### src/rtl/hbus_pkg.sv
package hbus_pkg;
  localparam int unsigned HB_ADDR_W = 24;
  localparam int unsigned HB_DATA_W = 32;
  localparam int unsigned HB_REG_AW = 8;
  localparam int unsigned HB_NBYTES = HB_DATA_W / 8;
  localparam int unsigned HB_WADDR_W = HB_ADDR_W - 2;

  typedef enum logic [1:0] {
    SEQ_IDLE = 2'd0,
    SEQ_REQ  = 2'd1,
    SEQ_DONE = 2'd2
  } seq_state_t;
endpackage

### src/rtl/hbus_sync.sv
module hbus_sync #(
  parameter int unsigned WIDTH  = 1,
  parameter int unsigned STAGES = 2
) (
  input  logic             clk,
  input  logic             rst_n,
  input  logic [WIDTH-1:0] d_i,
  output logic [WIDTH-1:0] q_o
);
  logic [WIDTH-1:0] stage_q [STAGES];

  genvar s;
  generate
    for (s = 0; s < STAGES; s++) begin : g_stage
      if (s == 0) begin : g_first
        always_ff @(posedge clk or negedge rst_n) begin
          if (!rst_n) stage_q[s] <= '0;
          else        stage_q[s] <= d_i;
        end
      end else begin : g_next
        always_ff @(posedge clk or negedge rst_n) begin
          if (!rst_n) stage_q[s] <= '0;
          else        stage_q[s] <= stage_q[s-1];
        end
      end
    end
  endgenerate

  assign q_o = stage_q[STAGES-1];
endmodule

### src/rtl/hbus_lane_map.sv
module hbus_lane_map #(
  parameter int unsigned DATA_W = 32
) (
  input  logic                bus32_i,
  input  logic [DATA_W/8-1:0] wr_n_i,
  input  logic [DATA_W-1:0]   data_i,
  input  logic                bus32_q_i,
  input  logic                a1_q_i,
  input  logic [DATA_W-1:0]   rdata_q_i,
  output logic                wr_act_o,
  output logic                a1_o,
  output logic [DATA_W/8-1:0] wr_be_o,
  output logic [DATA_W/8-1:0] rd_be_o,
  output logic [DATA_W-1:0]   wdata_o,
  output logic [DATA_W-1:0]   pin_rdata_o
);
  localparam int unsigned NB   = DATA_W / 8;
  localparam int unsigned HNB  = NB / 2;
  localparam int unsigned HALF = DATA_W / 2;

  logic [HNB-1:0] lo_strb;

  assign lo_strb = ~wr_n_i[HNB-1:0];
  assign a1_o    = wr_n_i[NB-1];

  always_comb begin
    if (bus32_i) begin
      wr_act_o = |(~wr_n_i);
      wr_be_o  = ~wr_n_i;
      rd_be_o  = '1;
      wdata_o  = data_i;
    end else begin
      wr_act_o = |lo_strb;
      wr_be_o  = a1_o ? {lo_strb, {HNB{1'b0}}} : {{HNB{1'b0}}, lo_strb};
      rd_be_o  = a1_o ? {{HNB{1'b1}}, {HNB{1'b0}}} : {{HNB{1'b0}}, {HNB{1'b1}}};
      wdata_o  = {data_i[HALF-1:0], data_i[HALF-1:0]};
    end
  end

  always_comb begin
    pin_rdata_o = rdata_q_i;
    if (!bus32_q_i && a1_q_i) pin_rdata_o[HALF-1:0] = rdata_q_i[DATA_W-1:HALF];
  end
endmodule

### src/rtl/hbus_seq.sv
module hbus_seq
  import hbus_pkg::*;
#(
  parameter int unsigned WADDR_W = 22,
  parameter int unsigned DATA_W  = 32,
  parameter int unsigned REG_AW  = 8
) (
  input  logic                clk,
  input  logic                rst_n,
  input  logic                cs_s_i,
  input  logic                rd_s_i,
  input  logic                wr_s_i,
  input  logic                mem_i,
  input  logic [WADDR_W-1:0]  addr_i,
  input  logic [DATA_W/8-1:0] wr_be_i,
  input  logic [DATA_W/8-1:0] rd_be_i,
  input  logic [DATA_W-1:0]   wdata_i,
  input  logic                a1_i,
  input  logic                bus32_i,
  input  logic                ack_i,
  input  logic [DATA_W-1:0]   ack_rdata_i,
  output logic                req_o,
  output logic                req_we_o,
  output logic                req_mem_o,
  output logic [WADDR_W-1:0]  req_addr_o,
  output logic [DATA_W/8-1:0] req_be_o,
  output logic [DATA_W-1:0]   req_wdata_o,
  output logic [DATA_W-1:0]   rdata_q_o,
  output logic                a1_q_o,
  output logic                bus32_q_o,
  output logic                done_o
);
  localparam int unsigned NB     = DATA_W / 8;
  localparam int unsigned HNB    = NB / 2;
  localparam int unsigned REG_WA = REG_AW - 2;

  seq_state_t state_q, state_d;
  logic       start, capture_en, rdata_en;
  logic [WADDR_W-1:0] addr_eff;

  assign start = cs_s_i && (rd_s_i || wr_s_i);

  always_comb begin
    state_d = state_q;
    unique case (state_q)
      SEQ_IDLE: if (start) state_d = SEQ_REQ;
      SEQ_REQ:  if (ack_i) state_d = SEQ_DONE;
      SEQ_DONE: if (!rd_s_i && !wr_s_i) state_d = SEQ_IDLE;
      default:  state_d = SEQ_IDLE;
    endcase
  end

  always_ff @(posedge clk or negedge rst_n) begin
    if (!rst_n) state_q <= SEQ_IDLE;
    else        state_q <= state_d;
  end

  assign capture_en = (state_q == SEQ_IDLE) && start;
  assign rdata_en   = (state_q == SEQ_REQ) && ack_i && !req_we_o;

  always_comb begin
    addr_eff = addr_i;
    if (!mem_i) addr_eff = {{(WADDR_W-REG_WA){1'b0}}, addr_i[REG_WA-1:0]};
  end

  always_ff @(posedge clk or negedge rst_n) begin
    if (!rst_n) begin
      req_we_o    <= 1'b0;
      req_mem_o   <= 1'b0;
      req_addr_o  <= '0;
      req_be_o    <= '0;
      req_wdata_o <= '0;
      a1_q_o      <= 1'b0;
      bus32_q_o   <= 1'b1;
    end else if (capture_en) begin
      req_we_o    <= wr_s_i;
      req_mem_o   <= mem_i;
      req_addr_o  <= addr_eff;
      req_be_o    <= wr_s_i ? wr_be_i : rd_be_i;
      req_wdata_o <= wdata_i;
      a1_q_o      <= a1_i;
      bus32_q_o   <= bus32_i;
    end
  end

  always_ff @(posedge clk or negedge rst_n) begin
    if (!rst_n)        rdata_q_o <= '0;
    else if (rdata_en) rdata_q_o <= ack_rdata_i;
  end

  assign req_o  = (state_q == SEQ_REQ);
  assign done_o = (state_q == SEQ_DONE);


  req_hold_chk: assert property (@(posedge clk) disable iff (!rst_n)
    req_o && !ack_i |=> req_o);

  req_drop_chk: assert property (@(posedge clk) disable iff (!rst_n)
    $fell(req_o) |-> $past(ack_i));

  reg_addr_chk: assert property (@(posedge clk) disable iff (!rst_n)
    req_o && !req_mem_o |-> req_addr_o[WADDR_W-1:REG_WA] == '0);

  half_be_chk: assert property (@(posedge clk) disable iff (!rst_n)
    req_o && !bus32_q_o |-> (req_be_o[NB-1:HNB] == '0) || (req_be_o[HNB-1:0] == '0));

  rdata_hold_chk: assert property (@(posedge clk) disable iff (!rst_n)
    done_o && $past(done_o) |-> $stable(rdata_q_o));
endmodule

### src/rtl/hbus_slave.sv
module hbus_slave
  import hbus_pkg::*;
#(
  parameter int unsigned ADDR_W      = HB_ADDR_W,
  parameter int unsigned DATA_W      = HB_DATA_W,
  parameter int unsigned REG_AW      = HB_REG_AW,
  parameter int unsigned SYNC_STAGES = 2
) (
  input  logic                   clk,
  input  logic                   rst_n,
  input  logic                   bus32_i,
  input  logic                   cs_reg_n_i,
  input  logic                   cs_mem_n_i,
  input  logic                   rd_n_i,
  input  logic [DATA_W/8-1:0]    wr_n_i,
  input  logic [ADDR_W-1:2]      addr_i,
  input  logic [DATA_W-1:0]      data_i,
  output logic [DATA_W-1:0]      data_o,
  output logic [1:0]             data_oe_o,
  output logic                   wait_n_o,
  output logic                   wait_oe_o,
  output logic                   ready_o,
  output logic                   ready_oe_o,
  output logic                   req_o,
  output logic                   req_we_o,
  output logic                   req_mem_o,
  output logic [ADDR_W-1:2]      req_addr_o,
  output logic [DATA_W/8-1:0]    req_be_o,
  output logic [DATA_W-1:0]      req_wdata_o,
  input  logic                   ack_i,
  input  logic [DATA_W-1:0]      ack_rdata_i
);
  localparam int unsigned NB      = DATA_W / 8;
  localparam int unsigned WADDR_W = ADDR_W - 2;

  logic [1:0] rst_sync_q;
  logic       rst_n_int;

  always_ff @(posedge clk or negedge rst_n) begin
    if (!rst_n) rst_sync_q <= 2'b00;
    else        rst_sync_q <= {rst_sync_q[0], 1'b1};
  end
  assign rst_n_int = rst_sync_q[1];

  logic cs_any, rd_act, wr_act, strobe_raw, a1;
  logic [NB-1:0]     wr_be, rd_be;
  logic [DATA_W-1:0] wdata_m, rdata_q, pin_rdata;
  logic a1_q, bus32_q, done;
  logic [2:0] sync_d, sync_q;

  assign cs_any     = !cs_reg_n_i || !cs_mem_n_i;
  assign rd_act     = !rd_n_i;
  assign strobe_raw = rd_act || wr_act;

  hbus_lane_map #(.DATA_W(DATA_W)) i_lane (
    .bus32_i     (bus32_i),
    .wr_n_i      (wr_n_i),
    .data_i      (data_i),
    .bus32_q_i   (bus32_q),
    .a1_q_i      (a1_q),
    .rdata_q_i   (rdata_q),
    .wr_act_o    (wr_act),
    .a1_o        (a1),
    .wr_be_o     (wr_be),
    .rd_be_o     (rd_be),
    .wdata_o     (wdata_m),
    .pin_rdata_o (pin_rdata)
  );

  assign sync_d = {cs_any, rd_act, wr_act};

  hbus_sync #(.WIDTH(3), .STAGES(SYNC_STAGES)) i_sync (
    .clk   (clk),
    .rst_n (rst_n_int),
    .d_i   (sync_d),
    .q_o   (sync_q)
  );

  hbus_seq #(.WADDR_W(WADDR_W), .DATA_W(DATA_W), .REG_AW(REG_AW)) i_seq (
    .clk         (clk),
    .rst_n       (rst_n_int),
    .cs_s_i      (sync_q[2]),
    .rd_s_i      (sync_q[1]),
    .wr_s_i      (sync_q[0]),
    .mem_i       (cs_reg_n_i),
    .addr_i      (addr_i),
    .wr_be_i     (wr_be),
    .rd_be_i     (rd_be),
    .wdata_i     (wdata_m),
    .a1_i        (a1),
    .bus32_i     (bus32_i),
    .ack_i       (ack_i),
    .ack_rdata_i (ack_rdata_i),
    .req_o       (req_o),
    .req_we_o    (req_we_o),
    .req_mem_o   (req_mem_o),
    .req_addr_o  (req_addr_o),
    .req_be_o    (req_be_o),
    .req_wdata_o (req_wdata_o),
    .rdata_q_o   (rdata_q),
    .a1_q_o      (a1_q),
    .bus32_q_o   (bus32_q),
    .done_o      (done)
  );

  assign data_o       = pin_rdata;
  assign data_oe_o[0] = cs_any && rd_act;
  assign data_oe_o[1] = cs_any && rd_act && bus32_i;
  assign wait_oe_o    = cs_any;
  assign ready_oe_o   = cs_any;
  assign wait_n_o     = !strobe_raw || done;
  assign ready_o      = !strobe_raw || done;


  ready_after_ack_chk: assert property (@(posedge clk) disable iff (!rst_n_int)
    req_o && ack_i |=> ready_o || !strobe_raw);

  sync_delay_chk: assert property (@(posedge clk) disable iff (!rst_n_int)
    $rose(req_o) |-> $past(strobe_raw, 2));
endmodule

### config.mk
export PLATFORM = sky130hd
export DESIGN_NAME = hbus_slave
export DESIGN_NICKNAME = d
export VERILOG_FILES = /design/src/rtl/hbus_pkg.sv /design/src/rtl/hbus_sync.sv /design/src/rtl/hbus_lane_map.sv /design/src/rtl/hbus_seq.sv /design/src/rtl/hbus_slave.sv
export SDC_FILE = /design/constraint.sdc
export NUM_CORES = 1
export LEC_CHECK = 0
export CORE_AREA = 2 2 106 108
export CTS_BUF_LIST = sky130_fd_sc_hd__clkbuf_4
export CTS_CLUSTER_DIAMETER = 30
export DETAILED_ROUTE_END_ITERATION = 16
export DIE_AREA = 0 0 108 110
export DONT_BUFFER_PORTS = 1
export SETUP_SLACK_MARGIN = 0.05
export SYNTH_ARGS = -nofsm -noshare
export SYNTH_HDL_FRONTEND = slang
export SYNTH_SLANG_ARGS = --single-unit
### constraint.sdc
create_clock -name clk -period 4.4 [get_ports clk]
set_input_delay 0.22 -clock clk [delete_from_list [all_inputs] [get_ports clk]]
set_output_delay 0.22 -clock clk [all_outputs]
set_load 0.01 [all_outputs]
# After elaboration in Yosys (flattened, before gate mapping)
# Cells that the tools add are included.
[totals] in_bits=97 elab_cells=56 regBits=104 output_inout_bits=99
[classes] n_eq_ne=5 bitwise_logic=2 reduce_logical=24 muxes=13
[ops] op="32-bit 2-to-1 mux" n=1
[ops] op="22-bit 2-to-1 mux" n=1
[ops] op="4-bit 2-to-1 mux" n=5
[ops] op="16-bit 2-to-1 mux" n=1
[ops] op="1-bit logical AND" n=8
[ops] op="1-bit logical NOT" n=8
[ops] op="2-bit 2-to-1 mux" n=3
[ops] op="2-bit by 1-bit != test with 1-bit output (second input constant)" n=3
[ops] op="2-bit case mux with 3 select lines" n=1
[ops] op="1-bit logical OR" n=4
[ops] op="4-bit inverter" n=1
[ops] op="4-bit OR reduction" n=1
[ops] op="3-bit AND reduction" n=1
[ops] op="2-bit by 1-bit == test with 1-bit output (second input constant)" n=1
[ops] op="2-bit == test (second input constant)" n=1
[ops] op="2-bit logical NOT" n=1
[ops] op="2-bit inverter" n=1
[ops] op="2-bit OR reduction" n=1
[ops] op="1-bit 2-to-1 mux" n=1

# Depth between registers and ports, before layout
[depth] word_depth=6 depth_mapped=5 depth_no_buf=3

# Modules after synthesis
# A second synthesis with hierarchy kept.
[hier_totals] hier_cells=349 hier_area_um2=5044.8
[by_module_without_submodules] mod="hbus_seq" area_each_um2=3990.1 instances=1 cells_per_inst=247 seq_area_each_um2=2403.6
[by_module_without_submodules] mod="hbus_lane_map" area_each_um2=783.3 instances=1 cells_per_inst=83 seq_area_each_um2=0.0
[by_module_without_submodules] mod="hbus_sync" area_each_um2=172.7 instances=1 cells_per_inst=9 seq_area_each_um2=150.1
[by_module_without_submodules] mod="hbus_slave" area_each_um2=98.8 instances=1 cells_per_inst=10 seq_area_each_um2=50.0

# Worst setup path before layout
# No wires, ideal clock.
[synth_path] path_type="reg2out" from="register i_seq.bus32_q_o" to="output port data_o[10]" path_stages_with_launch=5 n_path_buf=2 arrival_time_ps=1339 setup_slack_ps=2841 required_ps=4180 cell_sequence="dfstp_2 nand2b_1 buf_2 buf_2 mux2_2"
[synth_between] elab_chain_len=3
[synth_rtl] item="start: declaration" line_no="hbus_seq.sv:30" source="output logic bus32_q_o,"
[synth_rtl] item="start signal: assignment" line_no="hbus_seq.sv:82" source="bus32_q_o <= bus32_i;"
[synth_rtl] item="1-bit logical NOT" line_no="hbus_lane_map.sv:42" source="if (!bus32_q_i && a1_q_i) pin_rdata_o[HALF-1:0] = rdata_q_i[DATA_W-1:HALF];"
[synth_rtl] item="1-bit logical AND" line_no="hbus_lane_map.sv:42"
[synth_rtl] item="16-bit 2-to-1 mux" line_no="hbus_lane_map.sv:42"
[synth_rtl] item="end: declaration" line_no="hbus_slave.sv:18" source="output logic [DATA_W-1:0] data_o,"
# No other way between the ends.

# Final worst setup path
[layout_path] from="register i_sync.stage_q, in the netlist i_sync.q_o[0]" to="register i_seq.req_wdata_o[29]"
[layout_between] elab_chain_len=3
[layout_rtl] item="start: declaration" line_no="hbus_sync.sv:10" source="logic [WIDTH-1:0] stage_q [STAGES];"
[layout_rtl] item="start signal: indexed assignment" line_no="hbus_sync.sv:23" source="else stage_q[s] <= stage_q[s-1];"
[layout_rtl] item="1-bit logical OR" line_no="hbus_seq.sv:41" source="assign start = cs_s_i && (rd_s_i || wr_s_i);"
[layout_rtl] item="1-bit logical AND" line_no="hbus_seq.sv:41"
[layout_rtl] item="1-bit logical AND" line_no="hbus_seq.sv:58" source="assign capture_en = (state_q == SEQ_IDLE) && start;"
[layout_rtl] item="end signal: assignment" line_no="hbus_seq.sv:80" source="req_wdata_o <= wdata_i;"
[layout_rtl] item="end: declaration" line_no="hbus_seq.sv:27" source="output logic [DATA_W-1:0] req_wdata_o,"
# No other way between the ends.
# A chain may end at the register's enable or synchronous reset.

==> results.py <==
metrics = {
    "timing": {
        "fin_tns_setup_ns": 0,
        "setup_viol_count_final": 0,
        "drv_slew": 0,
        "final.setup_skew_ns": 0.0171,
        "rsz0062_at_grt": "false",
        "layout_setup_ws_ns": 2.03,
        "slew_headroom_pct": 38.6,
        "worst_pin_slew_ns": 0.922,
        "min_period_ns": 2.37,
        "fmax_mhz": 423,
        "period_share_pct": 53.8,
        "final_hold_viol_count": 0,
    },
    "placed_design": {
        "numPortBuffers": 0,
        "dp_slack_ns": 2.03,
        "dp_hpwl_um": 6170,
        "gp_congestion": 0.676,
    },
    "power": {
        "switchingPower_mw": 1.33,
        "comb_power_share_pct": 34.5,
        "vdd_ir_drop_max_uv": 428,
        "p_seq_share_pct": 53.7,
        "power_leakage_nw": 2.59,
        "sw_frac_of_total_pct": 36.6,
        "p_int_mw": 2.30,
        "pwr_density_cell_nw_per_um2": 648,
        "clkPwrFrac_pct": 11.7,
    },
    "synthesis": {
        "netlist_instances": 324,
        "seq_area_frac_synth_pct": 54.5,
        "syn-mean-instance-area_um2": 14.7,
        "ys_ff_latch": 104,
        "ys_types": 27,
        "yosys.area.top_type": "dfrtp_1",
        "synth.area.top_cells": "dfrtp_1, mux2_2, mux2_4",
        "synth_area_um2": 4770,
        "synth_fp_nets": 421,
        "yosysWarnings": 0,
        "yosysTopAreaCellShare_pct": 54.0,
    },
    "final_layout": {
        "layout_common_cells": "dfrtp_1, dlygate4sd3_1, mux2_2",
        "fillers": 906,
        "final_util_pct": 52.3,
        "final_nets": 482,
        "mostFrequentLayoutCell": "dfrtp_1",
        "drive_gt1_share_pct": 33.8,
        "area_growth_pct": 17.1,
    },
    "worst_setup_path": {
        "worstReg2RegEnd": "i_seq.req_wdata_o[29]",
        "path_class": "reg2reg",
        "crit_arrival_ns": 2.71,
        "start_kind": "flop",
        "crit_path_max_fanout": 35,
        "r2r-start": "i_sync.q_o[0]",
        "end_kind": "flop",
        "reg2reg_depth": 4,
        "cp.required_ns": 4.74,
        "r2r_slack_ns": 2.03,
    },
    "cts": {
        "post_cts.repair.setup_buffers": 0,
        "clkTransAtPathRegs_ns": 0.16,
        "htree_levels": 3,
        "cts_made_buffers": 9,
        "clock_path_buffers": 2,
        "cts_resized": 0,
        "cts-root-buf": "clkbuf_4",
        "clock_sink_count": 104,
        "tritoncts": "yes",
        "clk_latency_ns": 0.44,
        "holdBufCountCts": 81,
    },
    "die": {
        "die-area_um2": 11900,
        "coreArea_um2": 10700,
        "start_util_pct": 44.6,
        "die_y_um": 110,
        "ios": 196,
        "die_w_um": 108,
        "row_count": 38,
    },
    "worst_hold_path": {
        "hp-class": "in2reg",
        "whs_path_depth": 2,
        "min_from": "data_i[3]",
        "holdPathEnd": "i_seq.req_wdata_o[19]",
    },
    "route": {
        "drc": 0,
        "antenna_left": 0,
        "wire_per_inst_um": 18.9,
        "wl_um": 10100,
        "drtIter0Drc": 104,
        "first_pass_iters": 4,
        "vias": 2670,
        "viasPerCell": 5.02,
    },
    "global_route": {
        "grt_start_max_net_pins": 74,
        "grt_pass1_wl_um": 15000,
        "gr-usage-all-layers_pct": 16.8,
        "overflow": 0,
        "grt_use_met1_pct": 19.5,
        "grt-busiest-layer": "met2",
        "grt_antenna_before_repair": 2,
        "met2_usage_pct": 28.7,
        "gr-usage-met3_pct": 6.23,
        "grt_pass1_vias": 2859,
    },
    "outcome": {
        "status": "finished, final reports clean",
    },
    "flow_run": {
        "cap_violations": 0,
    },
}
-- registers in the layout, indices dropped and copies added (netlist names) --
signal and count:
i_seq.a1_q_o 1, i_seq.req_wdata_o 32, rst_sync_q 2, i_seq.req_addr_o 22, i_seq.rdata_q_o 32, i_seq.req_be_o 4, i_seq.state_q 2, i_seq.req_we_o 1
i_seq.bus32_q_o 1, i_sync.stage_q 3, i_sync.q_o 3, i_seq.req_mem_o 1
-- worst max path at each step --
stage,startpoint,to,slack [ns],depth (start not counted)
detailed placement,i_sync.q_o[0],i_seq.req_wdata_o[29],2.03,4
CTS,i_seq.bus32_q_o,data_o[10],2.00,2
finish,i_sync.q_o[0],i_seq.req_wdata_o[29],2.03,4
floorplan,rst_sync_q[1],i_seq.a1_q_o,1.29,0
global route,i_sync.q_o[0],i_seq.req_wdata_o[29],1.89,4
global placement,i_sync.q_o[0],i_seq.req_wdata_o[27],2.08,4
-- cells in the mapped netlist --
master and instances:
dfrtp_1 103, mux2_2 67, mux2_4 42, nand2_1 21, inv_1 19, buf_4 18, mux2i_1 17, buf_12 5
buf_6 5, a21oi_1 3, buf_2 3, clkbuf_1 3, a22o_1 2, nor2b_1 2, o21ai_0 2, a41o_1 1
and2_1 1, conb_1 1, dfstp_2 1, nand2b_1 1, nand2b_4 1, nand3_1 1, nand3_2 1, nor2_1 1
nor3b_4 1, o211ai_1 1, or2_1 1
-- cell type report --
type	count	area, µm²	area share [%]
inverter	19	71.3	1.28
multi-input combinational	167	1790	32.0
sequential	104	2610	46.6
tap	140	175	3.13
timing repair buffer	84	833	14.9
clock buffer	10	75.1	1.34
clock inverter	6	35.0	0.627
antenna	2	5.00	0.0895
-- layer usage --
layer / vias up / wire, µm
li1: 1212 / -
met1: 1325 / 3940
met2: 123 / 5090
met3: 10 / 902
met4: 0 / 135
met5: - / 0
-- power groups by stage --
stage                     clock [mW]  sequential, mW  combinational, mW
after floorplan                    0            1.79               1.31
after global placement             0            1.96               1.16
after detailed placement           0            1.96               1.20
after CTS                      0.453            1.95               1.26
after global routing           0.488            2.01               1.35
final                          0.426            1.95               1.25
-- critical path, stage by stage (launching register included) --
cell,delay (ns)
dfrtp_1,0.47
or2_1,0.29
nand3_4,0.54
buf_4,0.57
mux2_2,0.40
-- stage by stage --
stage	total power [mW]	hold slack [ns]	instance area [µm²]	instances
floorplan	3.11	-0.0756	4770	324
global placement	3.12	-0.0755	4660	433
detailed placement	3.16	-0.0755	4660	433
CTS	3.66	0.000616	5590	530
global route	3.84	0.00131	5590	530
finish	3.62	0.0382	5590	532
-- cell families (layout without fill, tap and decap cells) --
logic type	count (synthesis)	after routing	synth area share (%)
and+or+nand+nor	31	31	3.38
muxes	126	126	32.6
other	1	3	0.0786
buffers and inverters	53	119	8.15
DFF	104	104	54.5
AOI/OAI and AO/OA	9	9	1.26
(Power assumes the default switching activity.)
